`config.mk`:
```
export PLATFORM = sky130hd
export DESIGN_NAME = reload_timer16
export DESIGN_NICKNAME = d
export VERILOG_FILES = /design/src/rtl/tmr16_pkg.sv /design/src/rtl/tmr16_tick.sv /design/src/rtl/tmr16_bytebus.sv /design/src/rtl/tmr16_core.sv /design/src/rtl/reload_timer16.sv
export SDC_FILE = /design/constraint.sdc
export NUM_CORES = 1
export LEC_CHECK = 0
export CAP_MARGIN = 30
export CORE_MARGIN = 1.5
export CORE_UTILIZATION = 64
export CTS_BUF_LIST = sky130_fd_sc_hd__clkbuf_8
export DETAILED_ROUTE_END_ITERATION = 10
export PLACE_DENSITY = 0.95
export SYNTH_ARGS = -nofsm -noshare
export SYNTH_HDL_FRONTEND = slang
export SYNTH_SLANG_ARGS = --single-unit
```
`constraint.sdc`:
```
create_clock -name clk -period 5.3 [get_ports clk]
set_input_delay 1.325 -clock clk [delete_from_list [all_inputs] [get_ports clk]]
set_output_delay 1.325 -clock clk [all_outputs]
set_load 0.005 [all_outputs]
```
`src/rtl/tmr16_pkg.sv`:
```
package tmr16_pkg;
    localparam int BYTE_W = 8;
    localparam int WORD_W = 16;

    localparam logic [1:0] SEL_LO   = 2'd0;
    localparam logic [1:0] SEL_HI   = 2'd1;
    localparam logic [1:0] SEL_MODE = 2'd2;

    typedef struct packed {
        logic pulse_en;    // bit 4
        logic edge_fall;   // bit 3
        logic src_ext;     // bit 2
        logic latch_only;  // bit 1
        logic stop;        // bit 0
    } mode_t;

    localparam mode_t MODE_RST = '{pulse_en: 1'b0, edge_fall: 1'b0, src_ext: 1'b0,
                                   latch_only: 1'b0, stop: 1'b1};

    typedef enum logic [1:0] {
        ACC_IDLE    = 2'd0,
        ACC_LO_HELD = 2'd1,
        ACC_HI_READ = 2'd2
    } acc_st_t;
endpackage

```
`src/rtl/tmr16_tick.sv`:
```
module tmr16_tick #(
    parameter int DIV  = 16,
    parameter int SYNC = 2
) (
    input  logic clk,
    input  logic rst_n,
    input  logic src_ext,
    input  logic edge_fall,
    input  logic pin_in,
    output logic tick
);
    localparam int PW = (DIV > 1) ? $clog2(DIV) : 1;
    localparam int SW = SYNC + 1;

    logic [PW-1:0] pre;
    logic [SW-1:0] sh;
    logic          cur, prev;

    always_ff @(posedge clk) begin
        if (!rst_n) begin
            pre <= '0;
        end else if (pre == PW'(DIV - 1)) begin
            pre <= '0;
        end else begin
            pre <= pre + 1'b1;
        end
    end

    generate
        if (SW > 1) begin : g_chain
            always_ff @(posedge clk) begin
                if (!rst_n) sh <= '0;
                else        sh <= {sh[SW-2:0], pin_in};
            end
        end else begin : g_single
            always_ff @(posedge clk) begin
                if (!rst_n) sh <= '0;
                else        sh <= pin_in;
            end
        end
    endgenerate

    assign cur  = sh[SW-2];
    assign prev = sh[SW-1];

    always_comb begin
        if (src_ext) tick = edge_fall ? (prev & ~cur) : (~prev & cur);
        else         tick = (pre == PW'(DIV - 1));
    end
endmodule

```
`src/rtl/tmr16_bytebus.sv`:
```
module tmr16_bytebus
    import tmr16_pkg::*;
(
    input  logic              clk,
    input  logic              rst_n,
    input  logic [1:0]        reg_sel,
    input  logic              wr_en,
    input  logic [BYTE_W-1:0] wr_data,
    input  logic              rd_en,
    input  logic [WORD_W-1:0] cnt,
    output logic [BYTE_W-1:0] rd_data,
    output mode_t             mode,
    output logic [WORD_W-1:0] latch,
    output logic              cnt_wr,
    output logic [WORD_W-1:0] cnt_wr_val,
    output logic              mode_wr
);
    acc_st_t           state, nxt;
    logic [BYTE_W-1:0] hold_lo;
    logic [BYTE_W-1:0] cap_lo;
    logic              wr_lo, wr_hi, rd_lo, rd_hi;

    assign wr_lo   = wr_en && (reg_sel == SEL_LO);
    assign wr_hi   = wr_en && (reg_sel == SEL_HI);
    assign mode_wr = wr_en && (reg_sel == SEL_MODE);
    assign rd_lo   = rd_en && !wr_en && (reg_sel == SEL_LO);
    assign rd_hi   = rd_en && !wr_en && (reg_sel == SEL_HI);

    always_ff @(posedge clk) begin
        if (!rst_n) state <= ACC_IDLE;
        else        state <= nxt;
    end

    always_comb begin
        nxt = state;
        unique case (state)
            ACC_IDLE: begin
                if (wr_lo)      nxt = ACC_LO_HELD;
                else if (rd_hi) nxt = ACC_HI_READ;
            end
            ACC_LO_HELD: begin
                if (wr_hi)      nxt = ACC_IDLE;
                else if (rd_hi) nxt = ACC_HI_READ;
            end
            ACC_HI_READ: begin
                if (wr_lo)      nxt = ACC_LO_HELD;
                else if (rd_lo) nxt = ACC_IDLE;
            end
            default: nxt = ACC_IDLE;
        endcase
    end

    always_ff @(posedge clk) begin
        if (!rst_n) begin
            hold_lo <= '0;
            cap_lo  <= '0;
            latch   <= '0;
            mode    <= MODE_RST;
        end else begin
            if (wr_lo)   hold_lo <= wr_data;
            if (wr_hi)   latch   <= {wr_data, hold_lo};
            if (mode_wr) mode    <= mode_t'(wr_data[4:0]);
            if (rd_hi)   cap_lo  <= cnt[BYTE_W-1:0];
        end
    end

    always_comb begin
        cnt_wr     = wr_hi && !mode.latch_only;
        cnt_wr_val = {wr_data, hold_lo};
        unique case (reg_sel)
            SEL_LO:   rd_data = (state == ACC_HI_READ) ? cap_lo : cnt[BYTE_W-1:0];
            SEL_HI:   rd_data = cnt[WORD_W-1:BYTE_W];
            SEL_MODE: rd_data = {3'b000, mode};
            default:  rd_data = '0;
        endcase
    end
endmodule

```
`src/rtl/tmr16_core.sv`:
```
module tmr16_core
    import tmr16_pkg::*;
(
    input  logic              clk,
    input  logic              rst_n,
    input  logic              tick,
    input  logic              stop,
    input  logic              cnt_wr,
    input  logic [WORD_W-1:0] cnt_wr_val,
    input  logic [WORD_W-1:0] latch,
    input  logic              mode_wr,
    input  logic              init_lvl,
    input  logic              irq_clr,
    output logic [WORD_W-1:0] cnt,
    output logic              underflow,
    output logic              irq,
    output logic              tog
);
    logic step;

    assign step      = tick && !stop;
    assign underflow = step && (cnt == '0);

    always_ff @(posedge clk) begin
        if (!rst_n) begin
            cnt <= '0;
        end else if (cnt_wr) begin
            cnt <= cnt_wr_val;
        end else if (underflow) begin
            cnt <= latch;
        end else if (step) begin
            cnt <= cnt - 1'b1;
        end
    end

    always_ff @(posedge clk) begin
        if (!rst_n) begin
            irq <= 1'b0;
            tog <= 1'b0;
        end else begin
            if (underflow)    irq <= 1'b1;
            else if (irq_clr) irq <= 1'b0;
            if (mode_wr)        tog <= init_lvl;
            else if (underflow) tog <= ~tog;
        end
    end
endmodule

```
`src/rtl/reload_timer16.sv`:
```
module reload_timer16
    import tmr16_pkg::*;
#(
    parameter int DIV  = 16,
    parameter int SYNC = 2
) (
    input  logic       clk,
    input  logic       rst_n,
    input  logic [1:0] reg_sel,
    input  logic       wr_en,
    input  logic [7:0] wr_data,
    input  logic       rd_en,
    output logic [7:0] rd_data,
    input  logic       cntr_in,
    input  logic       irq_clr,
    output logic       irq,
    output logic       pulse_out,
    output logic       pulse_oe
);
    mode_t             mode;
    logic [WORD_W-1:0] latch, cnt, cnt_wr_val;
    logic              cnt_wr, mode_wr, tick, underflow, tog;

    tmr16_bytebus u_bus (
        .clk(clk), .rst_n(rst_n), .reg_sel(reg_sel), .wr_en(wr_en),
        .wr_data(wr_data), .rd_en(rd_en), .cnt(cnt), .rd_data(rd_data),
        .mode(mode), .latch(latch), .cnt_wr(cnt_wr), .cnt_wr_val(cnt_wr_val),
        .mode_wr(mode_wr)
    );

    tmr16_tick #(.DIV(DIV), .SYNC(SYNC)) u_tick (
        .clk(clk), .rst_n(rst_n), .src_ext(mode.src_ext),
        .edge_fall(mode.edge_fall), .pin_in(cntr_in), .tick(tick)
    );

    tmr16_core u_core (
        .clk(clk), .rst_n(rst_n), .tick(tick), .stop(mode.stop),
        .cnt_wr(cnt_wr), .cnt_wr_val(cnt_wr_val), .latch(latch),
        .mode_wr(mode_wr), .init_lvl(wr_data[3]), .irq_clr(irq_clr),
        .cnt(cnt), .underflow(underflow), .irq(irq), .tog(tog)
    );

    assign pulse_oe  = mode.pulse_en;
    assign pulse_out = mode.pulse_en & tog;
endmodule

```
==> flow_metrics.env <==
export IMPL_crit_fanout=17
export IMPL_clock_root_buffer="clkbuf_8"
export IMPL_setup_tns_final_ns=0
export IMPL_yosys_area_share_xor_xnor=0.0314
export IMPL_status="finished, final reports clean"
export IMPL_crit_path_end_kind="output port"
export IMPL_wl_per_cell_um=17.7
export IMPL_ys_async_sr_fraction=0
export IMPL_rows=26
export IMPL_r2r_end="u_core.cnt[1]$_SDFFE_PN0P_"
export IMPL_utilization=0.752
export IMPL_track_usage=0.341
export IMPL_ff2ff_setup_slack_ns=2.74
export IMPL_finalHoldViolations=0
export IMPL_synth_cell_types=53
export IMPL_cts_made_buffers=9
export IMPL_dpl_cell_count=488
export IMPL_layout_common_cells="nand2_1, dfxtp_1, mux2i_1, clkdlybuf4s50_1"
export IMPL_critPathKind="in2out"
export IMPL_synth_area_leaders="dfxtp_1, nand2_1, mux2i_1, a21boi_0, o21ai_0"
export IMPL_post_cts_resized=0
export IMPL_clk_pin_slew_ns=0.07
export IMPL_netlist_area_um2=3350
export IMPL_powerDensity_nw_per_um2=294
export IMPL_yosys_warnings=0
export IMPL_peakVddDrop_mv=0.172
export IMPL_netlist_instances=419
export IMPL_synthMuxAreaShare=0.0777
export IMPL_syn_nets=438
export IMPL_ant_nets=0
export IMPL_drv_slew=0
export IMPL_diodes=0
export IMPL_numPortBuffers=26
export IMPL_cts_tree="done"
export IMPL_yosysTopAreaCellShare=0.382
export IMPL_hp_class="reg2reg"
export IMPL_tightestPinTransition_ns=1.08
export IMPL_yosysTopAreaCell="dfxtp_1"
export IMPL_min_to="u_tick.sh[1]$_SDFF_PN0_"
export IMPL_p_total_mw=1.12
export IMPL_synth_compound_area_share=0.185
export IMPL_skew_ns=0.00880
export IMPL_max_slew_margin=0.279
export IMPL_antenna_found_initial=0
export IMPL_synth_top_family_by_area="simple AND/OR/NAND/NOR gates"
export IMPL_finalSetupViolCount=0
export IMPL_die_w_um=75.4
export IMPL_drive_above_1_share=0.0762
export IMPL_area_delta_synth_final_pct=13.9
export IMPL_synth_flop_cell="dfxtp_1"
export IMPL_drt_iter0_markers=524
export IMPL_syn_avg_cell_area_um2=8.00
export IMPL_drt_wl_total_mm=8.90
export IMPL_postCtsHoldBufs=0
export IMPL_clock_path_buffers=2
export IMPL_cap_violations=0
export IMPL_leakage_nw=1.42
export IMPL_grt_pass1_vias=2918
export IMPL_period_needed_ns=4.74
export IMPL_dp_hpwl_mm=5.89
export IMPL_cts_htree_levels=3
export IMPL_yosys_area_share_simple=0.264
export IMPL_synth_adder_area_share=0.0112
export IMPL_r2r_cells=7
export IMPL_layout_commonest_cell="nand2_1"
export IMPL_first_pass_iters=6
export IMPL_post_cts_buffers=0
export IMPL_rsz0062_at_grt="false"
export IMPL_yosysSeqAreaShare=0.382
export IMPL_start_util=0.660
export IMPL_clkLatencyLatePin_ns=0.35
export IMPL_max_freq_mhz=211
export IMPL_synth_seq_cells=64
export IMPL_critPathLaunchType="input port"
export IMPL_place_gp_congestion=0.927
export IMPL_design_area_um2=3820
export IMPL_viasPerCell=6.36
export IMPL_final_cells=503
export IMPL_clkSinkCount=64
export IMPL_design_die_area_um2=5680
export IMPL_overflow=0
export IMPL_holdPathStages=1
export IMPL_synth_edf_count=0
export IMPL_core_area_um2=5070
export IMPL_finalCritPeriodShare=0.895
export IMPL_nets=448
export IMPL_dr_total_vias=3201
export IMPL_drc=0
export IMPL_hold_path_startpoint="u_tick.sh[0]$_SDFF_PN0_"
export IMPL_timing_rr_start="u_core.cnt[0]$_SDFFE_PN0P_"
export IMPL_pin_count=27
export IMPL_die_y_um=75.4
export IMPL_grt_max_degree=35
export IMPL_grt_pass1_wl_mm=14.3
export IMPL_crit_arrival_ns=3.42
export IMPL_worstPathRequired_ns=3.97
export IMPL_place_area_um2=3610
## cells by family after synthesis
family	Yosys count
AOI/OAI and AO/OA	94
xor gates and xnor gates	12
adders and majority gates	3
buffers and inverters	37
DFF	64
muxes	26
and+or+nand+nor	183
## cell usage after synthesis, types with 4 or more instances
| library cell | number |
|---|---|
| xnor2_1 | 10 |
| nor2_1 | 23 |
| o21ai_0 | 24 |
| clkbuf_1 | 21 |
| nor3_1 | 4 |
| inv_1 | 5 |
| and2_1 | 10 |
| dfxtp_1 | 64 |
| a21oi_1 | 13 |
| buf_2 | 6 |
| nor2b_1 | 14 |
| mux2i_1 | 26 |
| a21boi_0 | 24 |
| nand2_1 | 102 |
| o21ai_1 | 12 |
| nand3_1 | 6 |
## worst max path at each step
| stage | start | endpoint | slack, ns | cells after the start |
|---|---|---|---|---|
| floorplan | reg_sel[1] | rd_data[0] | 1.83 | 4 |
| global placement | reg_sel[0] | rd_data[0] | 0.82 | 5 |
| detailed placement | reg_sel[0] | rd_data[3] | 0.61 | 5 |
| CTS | reg_sel[0] | rd_data[3] | 0.59 | 5 |
| global route | reg_sel[0] | rd_data[3] | 0.26 | 5 |
| finish | reg_sel[0] | rd_data[3] | 0.56 | 5 |
## registers in the layout, summed over array words and instances (netlist names)
signal and count:
u_tick.pre 4, u_bus.state 2, u_core.cnt 16, u_tick.sh 3, u_core.tog 1, u_bus.mode 5
u_core.irq 1, u_bus.hold_lo 8, u_bus.latch 16, u_bus.cap_lo 8
## metrics by stage
step / setup slack [ns] / hold WS (ns)
finish: 0.556 / 0.448
floorplan: 1.83 / 0.412
CTS: 0.595 / 0.444
global placement: 0.815 / 0.413
detailed placement: 0.612 / 0.428
global route: 0.265 / 0.483
## layer usage
metal  share of wire  track usage  vias up
met5               0            0        -
met4           0.035        0.161        0
met3           0.091       0.0622       45
met2            0.49        0.561      209
met1            0.38        0.435     1501
li1                -            -     1446
## layout make-up
type | count | area [um2]
multi-input cells | 318 | 1920
flip-flops and latches | 64 | 1280
fillers | 354 | 1260
repair buffers | 31 | 302
clock buffers | 9 | 124
well taps | 70 | 87.6
clock inverters | 6 | 85.1
inverters | 5 | 18.8
## power by group
part | total [mW] | switching (mW) | leakage (nW) | internal, mW
clock | 0.452 | 0.192 | 0.101 | 0.260
combinational | 0.162 | 0.0927 | 0.800 | 0.0693
sequential | 0.509 | 0.0150 | 0.519 | 0.494
total | 1.12 | 0.300 | 1.42 | 0.823
## critical path, stage by stage
cell and delay, ns:
clkdlybuf4s50_1 0.80, nor2b_1 0.50, nand2_1 0.13, o21ai_0 0.12
clkdlybuf4s50_1 0.55
(Power assumes the default switching activity.)
